### config.mk
export PLATFORM = sky130hd
export DESIGN_NAME = pfce_guard
export DESIGN_NICKNAME = d
export VERILOG_FILES = /design/src/rtl/pfce_pkg.sv /design/src/rtl/pfce_sync.sv /design/src/rtl/pfce_down_counter.sv /design/src/rtl/pfce_bank_gate.sv /design/src/rtl/pfce_guard.sv
export SDC_FILE = /design/constraint.sdc
export NUM_CORES = 1
export LEC_CHECK = 0
export ABC_AREA = 1
export BUFFER_PORTS_ARGS = -buffer_cell sky130_fd_sc_hd__clkbuf_2
export CAP_MARGIN = 20
export CORE_MARGIN = 1.5
export CORE_UTILIZATION = 58
export DETAILED_ROUTE_END_ITERATION = 8
export PLACE_DENSITY_LB_ADDON = 0.25
export SYNTH_ARGS = -nofsm -noshare
export SYNTH_HDL_FRONTEND = slang
export SYNTH_HIERARCHICAL = 1
export SYNTH_SLANG_ARGS = --single-unit
### constraint.sdc
create_clock -name clk -period 3 [get_ports clk]
set_input_delay 0.6 -clock clk [delete_from_list [all_inputs] [get_ports clk]]
set_output_delay 0.6 -clock clk [all_outputs]
set_load 0.005 [all_outputs]
### src/rtl/pfce_pkg.sv
package pfce_pkg;

  typedef enum logic [1:0] {
    ST_NORMAL  = 2'd0,
    ST_FINISH  = 2'd1,
    ST_PROTECT = 2'd2,
    ST_RECOVER = 2'd3
  } pfce_state_e;

endpackage

### src/rtl/pfce_sync.sv
module pfce_sync #(
  parameter int               WIDTH   = 1,
  parameter int               STAGES  = 2,
  parameter logic [WIDTH-1:0] RST_VAL = '0
) (
  input  logic             clk,
  input  logic             rst_n,
  input  logic [WIDTH-1:0] d,
  output logic [WIDTH-1:0] q
);

  logic [STAGES-1:0][WIDTH-1:0] stage_q;

  always_ff @(posedge clk or negedge rst_n) begin
    if (!rst_n) begin
      for (int s = 0; s < STAGES; s++) stage_q[s] <= RST_VAL;
    end else begin
      stage_q[0] <= d;
      for (int s = 1; s < STAGES; s++) stage_q[s] <= stage_q[s-1];
    end
  end

  assign q = stage_q[STAGES-1];

endmodule

### src/rtl/pfce_down_counter.sv
module pfce_down_counter #(
  parameter int W = 8
) (
  input  logic         clk,
  input  logic         rst_n,
  input  logic         load,
  input  logic [W-1:0] load_val,
  input  logic         en,
  output logic         zero
);

  logic [W-1:0] cnt_q;

  always_ff @(posedge clk or negedge rst_n) begin
    if (!rst_n)                    cnt_q <= '0;
    else if (load)                 cnt_q <= load_val;
    else if (en && cnt_q != '0)    cnt_q <= cnt_q - 1'b1;
  end

  assign zero = (cnt_q == '0);

endmodule

### src/rtl/pfce_bank_gate.sv
module pfce_bank_gate #(
  parameter int N_BANKS = 4,
  parameter int SEL_W   = 2
) (
  input  logic               pass,
  input  logic               ce_n,
  input  logic [SEL_W-1:0]   sel,
  output logic [N_BANKS-1:0] ce_n_out
);

  for (genvar g = 0; g < N_BANKS; g++) begin : g_bank
    assign ce_n_out[g] = ~(pass & ~ce_n & (sel == SEL_W'(g)));
  end

endmodule

### src/rtl/pfce_guard.sv
module pfce_guard
  import pfce_pkg::*;
#(
  parameter int N_BANKS     = 4,
  parameter int SEL_W       = $clog2(N_BANKS),
  parameter int SYNC_STAGES = 2,
  parameter int WPT_TICKS   = 500,
  parameter int REC_TICKS   = 6_000_000
) (
  input  logic               clk,
  input  logic               rst_n,
  input  logic               ce_n_in,
  input  logic               pfail_in,
  input  logic               pgood_in,
  input  logic [SEL_W-1:0]   bank_sel,
  output logic [N_BANKS-1:0] ce_n_out,
  output logic               wr_protected
);

  localparam int WPT_W = $clog2(WPT_TICKS + 1);
  localparam int REC_W = $clog2(REC_TICKS + 1);
  localparam logic [WPT_W-1:0] WPT_LOAD = WPT_W'(WPT_TICKS - 1);
  localparam logic [REC_W-1:0] REC_LOAD = REC_W'(REC_TICKS - 1);

  logic [2:0]  sync_q;
  logic        ce_s, pf_s, pg_s, fail_s;
  pfce_state_e st_q, st_d;
  logic        wpt_load, rec_load, wpt_zero, rec_zero, pass;

  // Asynchronous inputs, reset to "enable off, supply bad".
  pfce_sync #(
    .WIDTH  (3),
    .STAGES (SYNC_STAGES),
    .RST_VAL(3'b110)
  ) u_sync (
    .clk  (clk),
    .rst_n(rst_n),
    .d    ({ce_n_in, pfail_in, pgood_in}),
    .q    (sync_q)
  );

  assign {ce_s, pf_s, pg_s} = sync_q;
  assign fail_s = pf_s | ~pg_s;

  always_comb begin
    st_d     = st_q;
    wpt_load = 1'b0;
    rec_load = 1'b0;
    unique case (st_q)
      ST_NORMAL: begin
        if (fail_s) begin
          if (!ce_s) begin
            st_d     = ST_FINISH;
            wpt_load = 1'b1;
          end else begin
            st_d = ST_PROTECT;
          end
        end
      end
      ST_FINISH: begin
        if (ce_s || wpt_zero) st_d = ST_PROTECT;
      end
      ST_PROTECT: begin
        if (!fail_s) begin
          st_d     = ST_RECOVER;
          rec_load = 1'b1;
        end
      end
      ST_RECOVER: begin
        if (fail_s)        st_d = ST_PROTECT;
        else if (rec_zero) st_d = ST_NORMAL;
      end
      default: st_d = ST_PROTECT;
    endcase
  end

  always_ff @(posedge clk or negedge rst_n) begin
    if (!rst_n) st_q <= ST_PROTECT;
    else        st_q <= st_d;
  end

  pfce_down_counter #(.W(WPT_W)) u_wpt_cnt (
    .clk     (clk),
    .rst_n   (rst_n),
    .load    (wpt_load),
    .load_val(WPT_LOAD),
    .en      (st_q == ST_FINISH),
    .zero    (wpt_zero)
  );

  pfce_down_counter #(.W(REC_W)) u_rec_cnt (
    .clk     (clk),
    .rst_n   (rst_n),
    .load    (rec_load),
    .load_val(REC_LOAD),
    .en      (st_q == ST_RECOVER),
    .zero    (rec_zero)
  );

  assign pass         = (st_q == ST_NORMAL) || (st_q == ST_FINISH);
  assign wr_protected = (st_q == ST_PROTECT) || (st_q == ST_RECOVER);

  pfce_bank_gate #(
    .N_BANKS(N_BANKS),
    .SEL_W  (SEL_W)
  ) u_gate (
    .pass    (pass),
    .ce_n    (ce_s),
    .sel     (bank_sel),
    .ce_n_out(ce_n_out)
  );

endmodule

# == Word-level counts from Yosys, hierarchy flattened ==
# Cells that the tools add are included.
# totals
word_cells,59
ff_bits,40
output_inout_bits,5
# op_classes
n_mux,16
reduce_logical,14
bitwise,12
addsub,2
n_eq_ne,10
# ops
operator,count
two-way mux 23 bit,2
logical NOT 23 bit,1
nonzero test 23 bit,1
"subtractor 23 x 1 -> 23 bit, second input constant",1
two-way mux 9 bit,2
two-way mux 2 bit,6
logical NOT 9 bit,1
nonzero test 9 bit,1
"subtractor 9 x 1 -> 9 bit, second input constant",1
"== test 2 bit, second input constant",4
one-hot mux 2 bit (4 select lines),1
"inequality test 2 bit, second input constant",3
NOT 1 bit,6
AND 1 bit,5
two-way mux 1 bit,5
"== test 2 x 1 -> 1 bit, second input constant",2
logical NOT 2 bit,2
AND reduction 4 bit,1
nonzero test 2 bit,2
logical OR 1 bit,3
"inequality test 3 bit, second input constant",1
logical AND 1 bit,2
OR 1 bit,1

# == Depth between registers and ports, before layout ==
# logic_depth
depth_word,5
depth_mapped,12

# == Modules after synthesis ==
# Netlist, hierarchy kept.
# modules_own_cells
mod,area_each_um2,cells_per_inst,n_inst
pfce_down_counter (u_rec_cnt),1732.9,263,1
pfce_down_counter (u_wpt_cnt),659.4,99,1
pfce_guard,232.7,44,1
pfce_sync,177.7,9,1
pfce_bank_gate,56.3,13,1

# == Worst setup path before layout ==
# No wires, ideal clock.
# synth_timing
path_kind,register to register
startpoint,reg u_rec_cnt.cnt_q[0]
endpoint,reg st_q[0]
path_slack_ps,1397
arrival_ps,1538
path_stages_with_launch,11
cell_sequence,dfrtp_1 > inv_1 > ha_1 > nand3_1 > nor4_1 > inv_1 > nand3_1 > nor2_1 > nor2_1 > nand3_1 > nand2_1
# synth_via
elab_chain_len,3
# synth_rtl
element,line,rtl
"start, declared",pfce_down_counter.sv:12,logic [W-1:0] cnt_q;
"start signal, assigned",pfce_down_counter.sv:16,else if (load) cnt_q <= load_val;
"start signal, assigned",pfce_down_counter.sv:17,else if (en && cnt_q != '0) cnt_q <= cnt_q - 1'b1;
logical NOT 23 bit,pfce_down_counter.sv:20,assign zero = (cnt_q == '0);
net rec_zero,pfce_guard.sv:28,"logic wpt_load, rec_load, wpt_zero, rec_zero, pass;"
inequality test 3 bit (no line),n/a,
AND reduction 4 bit (no line),n/a,
"end signal, assigned",pfce_guard.sv:79,else st_q <= st_d;
"end, declared",pfce_guard.sv:27,"pfce_state_e st_q, st_d;"
# The timed path passes the listed nets, and every way through them passes these cells.
# A chain may end at the register's enable or synchronous reset.

# == Worst setup path in the final report ==
# layout_timing
startpoint,reg st_q[0]
endpoint,reg u_wpt_cnt.cnt_q[5]
# layout_via
elab_chain_len,3
# layout_rtl
element,line,rtl
logical NOT 2 bit *,pfce_guard.sv:49,unique case (st_q)
two-way mux 1 bit *,pfce_guard.sv:49,
net wpt_load,pfce_guard.sv:28,
two-way mux 9 bit / nonzero test 2 bit (equally long branches),n/a,
"end signal, assigned",pfce_down_counter.sv:16,
"end signal, assigned",pfce_down_counter.sv:17,
"end, declared",pfce_down_counter.sv:12,
# The timed path passes the listed nets; every way through them passes the cells marked *.

==> impl_metrics.yaml <==
run_status:
  outcome: "finished, final reports clean"
clocking:
  postcts_resize_cnt: 0
  path_clk_slew_ns: 0.09
  clockRootBuffer: "clkbuf_8"
  clockBufferDepth: 2
  clk_lat_worst_skew_ns: 0.30
  cts_post_setup_buffers_inserted: 0
  tritoncts: "yes"
  cts.sink_count: 40
  ctsHoldBuffers: 0
  numCtsBuffers: 5
  clock_tree.htree_level_count: 2
worst_hold_path:
  holdCritPathClass: "in2async"
critical_path:
  crit_path_max_fanout: 12
  cp_data_required_time_ns: 3.20
  r2r-end: "u_wpt_cnt/cnt_q[5]$_DFFE_PN0P_"
  arrival_time_of_the_worst_setup_path_ns: 2.24
  criticalPathCategory: "reg2reg"
  worst_setup_path_endpoint: "u_wpt_cnt/cnt_q[5]$_DFFE_PN0P_"
  reg2reg_from: "st_q[0]$_DFFE_PN0P_"
  timing.critical_path.from: "st_q[0]$_DFFE_PN0P_"
  rr_worst_depth: 9
  critical_path_launch_point_type: "flip-flop"
  crit_path_end_kind: "flip-flop"
  reg2reg_slack_ns: 0.96
power:
  power.total_mw: 3.12
  irDropWorstVdd_uv: 576
  pwrdens_mw_per_mm2: 986
  leakage_nw: 1.61
grt:
  grt_pass1_vias: 2436
  grt_antenna_before_repair: 0
  grt_pass1_wl_mm: 10.4
  maximum_number_of_pins_on_one_net_before_global_route_repair: 41
  grt_remaining_overflow: 0
  track_usage: 0.246
synthesis:
  ys_ff_latch: 40
  syn_avg_cell_area_sq_um: 6.68
  synth_edf_count: 0
  synth_cells: 428
  synth_flop_cell: "dfrtp_1"
  synth_area_sq_mm: 0.00286
  yosysSeqAreaShare: 0.352
  synth_async_sr_flop_share: 1.00
  count_of_warnings_emitted_by_yosys: 6
  synth_cell_type_count: 31
drt:
  drc: 0
  routed-via-count: 2586
  detailedRoute.firstIterationViolations: 117
  drt_first_pass_iters: 4
  drt_wl_total_mm: 5.73
  vias_per_cell: 4.86
  detail_route.wl_per_cell_um: 10.8
  antenna_left: 0
timing:
  maxSlewHeadroom: 0.532
  tns_ns: 0
  timing.fmax_ghz: 0.489
  postLayoutSetupSlackWorst_ns: 0.957
  setup_violations: 0
  timing_hold_violations_final: 0
  rsz0062_at_grt: "no"
  max_transition_viols_final: 0
  min_period_ns: 2.04
  final_worst_path_period_share: 0.681
  worstMarginPinSlew_ns: 0.701
  clock_skew_after_layout_ns: 0.00767
layout:
  multi_input_comb_area_sq_mm: 0.00168
  layout.cell_area.non_filler_sq_mm: 0.00316
  antennaDiodeCount: 0
  number_of_fill_cells: 405
  net_count_final: 473
  final-seq-area_sq_mm: 0.00101
  layout-drive-gt1-share: 0.140
  synthToLayoutAreaGrowth_pct: 10.6
  final_core_utilization: 0.670
placed_design:
  gpl.final_weighted_congestion: 0.825
  placedInstanceArea_sq_mm: 0.00302
  dp_worst_setup_slack_ns: 0.957
  placement.io_buffers: 11
  dp.final_hpwl_mm: 4.06
floorplan:
  design.core.area_sq_mm: 0.00472
  io-pin-count: 12
  die_width_um: 73.2
  initial_utilization: 0.605
  dieArea_sq_mm: 0.00536
  floorplan.die.height_um: 73.2
  row_count: 25
job:
  drv_cap: 0
## worst min-delay path by stage
stage,startpoint,cells after the start,endpoint,slack [ns]
after CTS,u_sync/stage_q[0]$_DFF_PN0_,0,u_sync/q[0]$_DFF_PN0_,0.36
after global placement,u_sync/stage_q[0]$_DFF_PN0_,0,u_sync/q[0]$_DFF_PN0_,0.33
after detailed placement,u_sync/stage_q[0]$_DFF_PN0_,0,u_sync/q[0]$_DFF_PN0_,0.34
after global routing,rst_n,1,u_wpt_cnt/cnt_q[5]$_DFFE_PN0P_,0.21
final,rst_n,1,u_wpt_cnt/cnt_q[5]$_DFFE_PN0P_,0.19
after floorplan,rst_n,0,st_q[0]$_DFFE_PN0P_,0.30
## Yosys cell counts, types with 2 or more instances
master	count	area [sq um]
o21ai_1	3	15.0
ha_1	2	25.0
buf_6	5	56.3
dfrtp_1	35	876
nor2_2	7	43.8
xor2_1	12	105
xnor2_1	2	17.5
nand2_2	13	81.3
inv_1	44	165
nand4_1	8	50.1
dfstp_2	5	131
nor2_4	6	67.6
inv_2	3	11.3
conb_1	2	7.51
o21ai_0	5	25.0
nand2_1	139	522
nor2_1	49	184
a21oi_1	2	10.0
o21ai_2	4	35.0
clkbuf_1	6	22.5
nand3_1	64	320
buf_4	3	22.5
## metrics by stage
step                      std cells  hold slack, ns
after floorplan                 458           0.304
after global placement          523           0.334
after detailed placement        523           0.336
after CTS                       531           0.357
after global routing            532           0.215
final                           532           0.195
## critical path, stage by stage, from the launching register on
cell and delay (ns):
dfrtp_1 0.45, nor2_1 0.16, inv_1 0.07, nor3_1 0.16, buf_4 0.21, clkinv_1 0.27
nand2_2 0.36, inv_1 0.14, nand2_1 0.08, nand2_1 0.05
## routing by layer
metal | routed length [um] | track usage
met1 | 2690 | 0.308
met5 | 0 | 0
met2 | 2820 | 0.434
met3 | 164 | 0.0456
met4 | 57 | 0.0629
## cell type report
| type | count | share of cell area |
|---|---|---|
| clock buffer | 6 | 0.0261 |
| timing repair buffer | 14 | 0.0285 |
| sequential | 40 | 0.318 |
| inverter | 48 | 0.0570 |
| clock inverter | 2 | 0.0123 |
| multi-input combinational | 355 | 0.531 |
| tap | 67 | 0.0265 |
## power breakdown
part / switching (mW) / internal, mW / total [mW]
clock network: 0.206 / 0.272 / 0.478
registers: 0.263 / 0.767 / 1.03
logic: 1.03 / 0.579 / 1.61
total: 1.50 / 1.62 / 3.12
## flip-flops by register name, summed over array words and instances, names as in the netlist
| name | flops |
|---|---|
| u_sync/stage_q | 3 |
| u_sync/q | 3 |
| u_wpt_cnt/cnt_q | 9 |
| u_rec_cnt/cnt_q | 23 |
| st_q | 2 |
## cell usage in the layout (no fill, tap or decap), drive strengths merged
| master | n |
|---|---|
| xnor2 | 2 |
| xor2 | 12 |
| nand3 | 65 |
| bufinv | 1 |
| conb | 32 |
| buf | 3 |
| a21oi | 2 |
| nand4 | 8 |
| nor2 | 62 |
| o21ai | 12 |
| dfrtp | 35 |
| nand2 | 153 |
| clkbuf | 17 |
| inv | 47 |
| a31oi | 1 |
| nor4 | 1 |
| nor3 | 1 |
| clkinv | 2 |
| ha | 2 |
| or2 | 1 |
| dfstp | 5 |
| o21bai | 1 |
## kinds of logic after synthesis
family | share of synthesized area
compound gates | 0.0359
simple gates | 0.457
fa+ha+maj | 0.00875
xor+xnor | 0.0429
buf+inv | 0.100
other cells | 0.00263
flops | 0.352
Note: power is estimated with default switching activity, not from simulation.
